<file path="config.mk">
export PLATFORM = sky130hd
export DESIGN_NAME = abscmd_gen
export DESIGN_NICKNAME = d
export VERILOG_FILES = /design/src/rtl/abscmd_pkg.sv /design/src/rtl/abscmd_ctrl.sv /design/src/rtl/abscmd_datapath.sv /design/src/rtl/abscmd_gen.sv
export SDC_FILE = /design/constraint.sdc
export NUM_CORES = 1
export LEC_CHECK = 0
export BUFFER_PORTS_ARGS = -buffer_cell sky130_fd_sc_hd__buf_4
export CORE_MARGIN = 2
export CORE_UTILIZATION = 27
export CTS_CLUSTER_SIZE = 30
export DETAILED_ROUTE_END_ITERATION = 16
export PLACE_DENSITY_LB_ADDON = 0.1
export SYNTH_ARGS = -nofsm -noshare
export SYNTH_HDL_FRONTEND = slang
export SYNTH_SLANG_ARGS = --single-unit
</file>
<file path="constraint.sdc">
create_clock -name clk -period 4 [get_ports clk]
set_clock_uncertainty 0.1 [all_clocks]
set_input_delay 0.2 -clock clk [delete_from_list [all_inputs] [get_ports clk]]
set_output_delay 0.2 -clock clk [all_outputs]
set_load 0.05 [all_outputs]
</file>
<file path="src/rtl/abscmd_pkg.sv">
package abscmd_pkg;

  typedef enum logic [2:0] {
    ERR_NONE       = 3'd0,
    ERR_BUSY       = 3'd1,
    ERR_NOTSUP     = 3'd2,
    ERR_EXCEPT     = 3'd3,
    ERR_HALTRESUME = 3'd4
  } cmdErr_e;

  // strobes from control to datapath
  typedef struct packed {
    logic       load;
    logic       xfer;
    logic       wr;
    logic       wide;
    logic       post;
    logic [4:0] gpr;
  } bufStrobe_t;

  localparam logic [31:0] INSN_EBREAK = 32'h0010_0073;
  localparam logic [6:0]  OPC_LOAD    = 7'b0000011;
  localparam logic [6:0]  OPC_STORE   = 7'b0100011;
  localparam logic [6:0]  OPC_JAL     = 7'b1101111;

  function automatic logic [31:0] mkLoad(input logic [4:0] rd, input logic wide,
                                         input logic [11:0] imm);
    return {imm, 5'd0, wide ? 3'b011 : 3'b010, rd, OPC_LOAD};
  endfunction

  function automatic logic [31:0] mkStore(input logic [4:0] rs2, input logic wide,
                                          input logic [11:0] imm);
    return {imm[11:5], rs2, 5'd0, wide ? 3'b011 : 3'b010, imm[4:0], OPC_STORE};
  endfunction

  function automatic logic [31:0] mkJal(input logic [20:0] off);
    return {off[20], off[10:1], off[11], off[19:12], 5'd0, OPC_JAL};
  endfunction

endpackage

</file>
<file path="src/rtl/abscmd_ctrl.sv">
module abscmd_ctrl
  import abscmd_pkg::*;
#(
  parameter int NUM_HARTS  = 4,
  parameter int DATA_WORDS = 8,
  parameter int PROG_WORDS = 8,
  localparam int HART_W = (NUM_HARTS > 1) ? $clog2(NUM_HARTS) : 1,
  localparam int DIDX_W = (DATA_WORDS > 1) ? $clog2(DATA_WORDS) : 1,
  localparam int PIDX_W = (PROG_WORDS > 1) ? $clog2(PROG_WORDS) : 1
) (
  input  logic                  clk,
  input  logic                  rstN,
  input  logic                  cmdWrite,
  input  logic [31:0]           cmdIn,
  input  logic [NUM_HARTS-1:0]  hartHalted,
  input  logic [HART_W-1:0]     hartSel,
  input  logic                  dataRead,
  input  logic [DIDX_W-1:0]     dataIdx,
  input  logic                  progRead,
  input  logic [PIDX_W-1:0]     progIdx,
  input  logic [DATA_WORDS-1:0] autoDataMask,
  input  logic [PROG_WORDS-1:0] autoProgMask,
  input  logic                  hartParked,
  input  logic                  errClr,
  output logic                  busy,
  output cmdErr_e               cmdErr,
  output logic                  goSet,
  output logic [HART_W-1:0]     goHart,
  output bufStrobe_t            strobe
);

  logic [31:0] cmdReg;
  logic [31:0] activeCmd;
  logic        autoHit;
  logic        trig;
  logic        launch;
  logic        conflict;
  logic        badType;
  logic [2:0]  sizeCode;
  cmdErr_e     verdict;
  cmdErr_e     newErr;

  assign autoHit   = (dataRead && autoDataMask[dataIdx]) ||
                     (progRead && autoProgMask[progIdx]);
  assign trig      = cmdWrite || autoHit;
  assign activeCmd = cmdWrite ? cmdIn : cmdReg;
  assign sizeCode  = activeCmd[22:20];
  assign badType   = (activeCmd[31:23] != 9'd0) || activeCmd[19];

  always_comb begin
    verdict = ERR_NONE;
    if (badType) begin
      verdict = ERR_NOTSUP;
    end else if (!hartHalted[hartSel]) begin
      verdict = ERR_HALTRESUME;
    end else if (activeCmd[17]) begin
      if (activeCmd[15:5] != 11'h080) begin
        verdict = ERR_NOTSUP;
      end else if (sizeCode != 3'd2 && sizeCode != 3'd3) begin
        verdict = ERR_NOTSUP;
      end
    end
  end

  assign conflict = busy && (trig || dataRead);
  assign launch   = trig && !busy && (verdict == ERR_NONE);

  always_comb begin
    newErr = ERR_NONE;
    if (conflict) begin
      newErr = ERR_BUSY;
    end else if (trig && !busy) begin
      newErr = verdict;
    end
  end

  always_comb begin
    strobe.load = launch;
    strobe.xfer = activeCmd[17];
    strobe.wr   = activeCmd[16];
    strobe.wide = (sizeCode == 3'd3);
    strobe.post = activeCmd[18];
    strobe.gpr  = activeCmd[4:0];
  end

  always_ff @(posedge clk or negedge rstN) begin
    if (!rstN) begin
      busy   <= 1'b0;
      goSet  <= 1'b0;
      goHart <= '0;
      cmdErr <= ERR_NONE;
      cmdReg <= '0;
    end else begin
      goSet <= launch;
      if (launch) begin
        goHart <= hartSel;
      end
      if (launch) begin
        busy <= 1'b1;
      end else if (hartParked) begin
        busy <= 1'b0;
      end
      if (cmdWrite && !busy) begin
        cmdReg <= cmdIn;
      end
      if (newErr != ERR_NONE && cmdErr == ERR_NONE) begin
        cmdErr <= newErr;
      end else if (errClr) begin
        cmdErr <= ERR_NONE;
      end
    end
  end

  // the go pulse coincides with busy rising
  p_go_with_busy_r5: assert property (@(posedge clk) disable iff (!rstN)
    goSet |-> $rose(busy));

  // go is a single-cycle pulse
  p_go_single_r5: assert property (@(posedge clk) disable iff (!rstN)
    goSet |=> !goSet);

  // busy holds until the hart parks
  p_busy_hold_r9: assert property (@(posedge clk) disable iff (!rstN)
    (busy && !hartParked) |=> busy);

  // a data read during busy flags a conflict
  p_busy_err_r10: assert property (@(posedge clk) disable iff (!rstN)
    (busy && dataRead && cmdErr == ERR_NONE) |=> (cmdErr == ERR_BUSY));

  // an unhalted hart never gets a go pulse
  p_no_go_unhalted_r3: assert property (@(posedge clk) disable iff (!rstN)
    (trig && !busy && !hartHalted[hartSel]) |=> !goSet);

  // a wrong command type raises neither busy nor go
  p_badtype_r2: assert property (@(posedge clk) disable iff (!rstN)
    (trig && !busy && badType) |=> (!busy && !goSet));

endmodule

</file>
<file path="src/rtl/abscmd_datapath.sv">
module abscmd_datapath
  import abscmd_pkg::*;
#(
  parameter int DATA_BASE  = 'h380,
  parameter int PROG_WORDS = 8
) (
  input  logic        clk,
  input  logic        rstN,
  input  bufStrobe_t  strobe,
  output logic [31:0] instrWord0,
  output logic [31:0] instrWord1
);

  localparam int PROG_BASE = DATA_BASE - 4 * PROG_WORDS;
  localparam int ABS_BASE  = PROG_BASE - 8;
  localparam int JUMP_OFF  = PROG_BASE - (ABS_BASE + 4);
  localparam logic [20:0] JUMP_IMM = 21'(JUMP_OFF);
  localparam logic [11:0] DATA_IMM = 12'(DATA_BASE);

  logic [31:0] nextWord0;
  logic [31:0] nextWord1;

  always_comb begin
    if (!strobe.xfer) begin
      nextWord0 = mkStore(5'd0, 1'b0, DATA_IMM);
    end else if (strobe.wr) begin
      nextWord0 = mkLoad(strobe.gpr, strobe.wide, DATA_IMM);
    end else begin
      nextWord0 = mkStore(strobe.gpr, strobe.wide, DATA_IMM);
    end
    nextWord1 = strobe.post ? mkJal(JUMP_IMM) : INSN_EBREAK;
  end

  always_ff @(posedge clk or negedge rstN) begin
    if (!rstN) begin
      instrWord0 <= INSN_EBREAK;
      instrWord1 <= INSN_EBREAK;
    end else if (strobe.load) begin
      instrWord0 <= nextWord0;
      instrWord1 <= nextWord1;
    end
  end

  // buffer changes only on a launch
  p_buf_stable_r9: assert property (@(posedge clk) disable iff (!rstN)
    !strobe.load |=> ($stable(instrWord0) && $stable(instrWord1)));

  // a launch without postexec leaves ebreak in the second word
  p_word1_ebreak_r8: assert property (@(posedge clk) disable iff (!rstN)
    (strobe.load && !strobe.post) |=> (instrWord1 == INSN_EBREAK));

endmodule

</file>
<file path="src/rtl/abscmd_gen.sv">
module abscmd_gen
  import abscmd_pkg::*;
#(
  parameter int NUM_HARTS  = 4,
  parameter int DATA_WORDS = 8,
  parameter int PROG_WORDS = 8,
  parameter int DATA_BASE  = 'h380,
  localparam int HART_W = (NUM_HARTS > 1) ? $clog2(NUM_HARTS) : 1,
  localparam int DIDX_W = (DATA_WORDS > 1) ? $clog2(DATA_WORDS) : 1,
  localparam int PIDX_W = (PROG_WORDS > 1) ? $clog2(PROG_WORDS) : 1
) (
  input  logic                  clk,
  input  logic                  rstN,
  input  logic                  cmdWrite,
  input  logic [31:0]           cmdIn,
  input  logic [NUM_HARTS-1:0]  hartHalted,
  input  logic [HART_W-1:0]     hartSel,
  input  logic                  dataRead,
  input  logic [DIDX_W-1:0]     dataIdx,
  input  logic                  progRead,
  input  logic [PIDX_W-1:0]     progIdx,
  input  logic [DATA_WORDS-1:0] autoDataMask,
  input  logic [PROG_WORDS-1:0] autoProgMask,
  input  logic                  hartParked,
  input  logic                  errClr,
  output logic                  busy,
  output logic [2:0]            cmdErr,
  output logic                  goSet,
  output logic [HART_W-1:0]     goHart,
  output logic [31:0]           instrWord0,
  output logic [31:0]           instrWord1
);

  bufStrobe_t strobe;
  cmdErr_e    errCode;

  abscmd_ctrl #(
    .NUM_HARTS (NUM_HARTS),
    .DATA_WORDS(DATA_WORDS),
    .PROG_WORDS(PROG_WORDS)
  ) ctrl_i (
    .clk         (clk),
    .rstN        (rstN),
    .cmdWrite    (cmdWrite),
    .cmdIn       (cmdIn),
    .hartHalted  (hartHalted),
    .hartSel     (hartSel),
    .dataRead    (dataRead),
    .dataIdx     (dataIdx),
    .progRead    (progRead),
    .progIdx     (progIdx),
    .autoDataMask(autoDataMask),
    .autoProgMask(autoProgMask),
    .hartParked  (hartParked),
    .errClr      (errClr),
    .busy        (busy),
    .cmdErr      (errCode),
    .goSet       (goSet),
    .goHart      (goHart),
    .strobe      (strobe)
  );

  abscmd_datapath #(
    .DATA_BASE (DATA_BASE),
    .PROG_WORDS(PROG_WORDS)
  ) dp_i (
    .clk       (clk),
    .rstN      (rstN),
    .strobe    (strobe),
    .instrWord0(instrWord0),
    .instrWord1(instrWord1)
  );

  assign cmdErr = errCode;

endmodule

</file>
==> qor.csv <==
metric;value;unit
avgRoutedWirePerCell;13.87;um
critPathLaunchType;register;
dr.pass1.iters;4;
multi_input_area;0.001339;mm^2
nets;412;
grt_use_total;11.54;%
clk_latency;0.31;ns
p_leak;0.001846;uW
synth_compound_area_share;4.055;%
die_h;109.8;um
synth-simple-area-share;10.01;%
setup_viol;0;
syn_to_final_growth;26.48;%
htreeDepth;2;
clk_root_buffer_cell;clkbuf_8;
layout-drive-gt1-share;47.69;%
rsz0062_at_grt;no;
clkSlewWorstSetupHoldPaths;0.10;ns
dieArea;0.01206;mm^2
fin_util;35.13;%
vias;2083;
yosysWarnings;0;
dpl.hpwl;5039;um
synth_xor_xnor_area_share;0;%
netlist_area;0.003024;mm^2
grt_pass1_wl;10630;um
top_layer;met4;
synth.avg_cell_area;11.86;um^2
maxSlewHeadroom;51.60;%
ant_nets;0;
initialDrtViolationCount;73;
synth_top_family_by_area;multiplexers;
crit_type;register to register;
max-vdd-ir-drop;0.0001587;V
wl_met3;589;um
vias_per_cell;4.286;
drc;0;
crit_fanout;20;
synth_area_leaders;dfrtp_1 (42%), mux2_2 (13%), buf_4 (12%), mux2_4 (5.0%), mux2i_1 (4.6%);
tns;0;ns
synth-adder-area-share;0;%
register_area;0.001381;mm^2
synthMuxAreaShare;24.87;%
cts_tree;built;
grt_max_degree;56;
portBuffers;96;
wl;6743;um
power_per_cell_area;355.7;mW/mm^2
required;4.10;ns
instances_no_fill;486;
grt_overflow_total;0;
ctsResizeCount;0;
max-cap-violations;0;
start_util;27.78;%
cts.path.max_buffers;2;
diodes;0;
rows;38;
ys_seq_area_share;45.68;%
final-max-slew-violation-count;0;
timing.final.crit_share;57.34;%
cp.arrival;2.39;ns
max_freq;436.0;MHz
period_needed;2.294;ns
hold_violations;0;
total_power;1361;uW
dp_cells;476;
yosys_register_bits;55;
outcome;finished, final reports clean;
die_x;109.8;um
final.fill_count;1111;
wl_met2;3164;um
clkSinkCount;55;
syn_inst;255;
core;0.01089;mm^2
grt_pass1_vias;2063;
endpoint_kind;register;
antenna_found_initial;0;
cts_buffers;5;
worst_pin_slew;0.7260;ns
ys_types;41;
gp_congestion;0.6679;
wl_met1;2916;um
synth_area_leader_cell;dfrtp_1;
yosysTopAreaCellShare;42.20;%
holdCritPathClass;primary input to register;
ios;138;
## path summary, 6_finish.rpt
kind | startpoint | to | slack (ns) | cells after the start
hold reg to reg | dp_i.instrWord0[6] | dp_i.instrWord0[6] | 0.40 | 1
hold / removal | cmdIn[16] | ctrl_i.cmdReg[16] | 0.02 | 3
setup / recovery | ctrl_i.cmdReg[5] | ctrl_i.goHart[0] | 1.71 | 6
min in group asynchronous | rstN | dp_i.instrWord0[23] | 0.40 | 2
setup reg to reg | ctrl_i.cmdReg[5] | ctrl_i.goHart[0] | 1.71 | 6
max in group asynchronous | rstN | ctrl_i.cmdReg[23] | 2.92 | 2
## power breakdown
part           internal (uW)  switching [uW]
clock                    250             181
combinational            118             194
sequential               596            22.7
## synthesized netlist by cell type
cell      count
a211oi_4      1
a21o_1        2
a221o_2       1
a22oi_1       1
a311oi_1      1
a31o_2        1
a31oi_1       2
and2_2        1
and3_1        2
and3_2        1
and3b_1       1
buf_4        49
buf_6         3
clkbuf_1      4
conb_1        2
dfrtp_1      51
dfstp_2       4
inv_1        11
mux2_1        1
mux2_2       36
mux2_4       10
mux2i_1      14
mux4_2        2
nand2_1      10
nand2b_1      1
nand3_1       2
nand4_1       3
nor2_1        6
nor2b_1       8
nor3_1        5
nor3b_1       1
nor4_1        5
nor4b_1       3
o21ai_0       3
o22ai_1       1
o311ai_0      1
o32ai_1       1
or2_2         1
or2b_1        1
or3_1         1
or4_4         1
## repair_timing
action | CTS | global route
buffers inserted | 0 | 0
hold buffers | 2 | 0
endpoints found under the hold margin | 54 | 0
## cells by family (layout without fill, tap and decap cells)
logic type | count (synthesis) | after routing
AO/OA/AOI/OAI | 15 | 15
buffers and inverters | 67 | 119
flip-flops | 55 | 55
multiplexers | 63 | 63
other | 2 | 41
AND/OR/NAND/NOR | 53 | 53
## sequential cells by signal (all words and copies together) (netlist names)
name	cells
ctrl_i.goSet	1
ctrl_i.cmdErr	3
ctrl_i.goHart	2
dp_i.instrWord0	14
ctrl_i.busy	1
ctrl_i.cmdReg	32
dp_i.instrWord1	2
## critical path, cell delays in order, from the launching register on
cell and delay (ns):
dfrtp_1 0.39, nor4b_1 0.35, nand4_1 0.19, and3_2 0.28, a211oi_4 0.19, buf_4 0.35
mux2_4 0.33
## per-layer routing
layer,GRT usage (%),vias up
li1,-,975
met1,15.29,1004
met2,18.71,98
met3,2.786,6
met4,3.255,0
met5,0,-
## layout make-up
| class | count | share of cell area (%) |
|---|---|---|
| multi-input combinational | 172 | 35.00 |
| inverter | 11 | 1.079 |
| clock buffer | 6 | 1.897 |
| tap | 140 | 4.580 |
| sequential | 55 | 36.11 |
| clock inverter | 2 | 1.570 |
| timing repair buffer | 100 | 19.76 |
## metrics by stage
stage	area, um^2	setup WS [ns]	hold WS (ns)
after global placement	3672	1.580	0.2187
after floorplan	3171	1.791	-0.1956
after detailed placement	3672	1.562	0.2125
after global routing	3825	1.525	0.007751
final	3825	1.706	0.02320
after CTS	3825	1.646	0.01346
## placed cells by master (no fill, tap or decap), drive strengths merged, types with 2 or more instances in the layout
| cell | synthesis | routed |
|---|---|---|
| clkbuf | 4 | 6 |
| bufinv | 0 | 2 |
| nand2 | 10 | 10 |
| dfrtp | 51 | 51 |
| o21ai | 3 | 3 |
| nor2 | 6 | 6 |
| nand3 | 2 | 2 |
| mux2 | 47 | 47 |
| a31oi | 2 | 2 |
| mux2i | 14 | 14 |
| mux4 | 2 | 2 |
| nor2b | 8 | 8 |
| dlygate4sd3 | 0 | 2 |
| nand4 | 3 | 3 |
| nor3 | 5 | 5 |
| a21o | 2 | 2 |
| dfstp | 4 | 4 |
| inv | 11 | 11 |
| nor4 | 5 | 5 |
| conb | 2 | 41 |
| buf | 52 | 98 |
| nor4b | 3 | 3 |
| and3 | 3 | 3 |
Power figures use the tool's default switching activity.
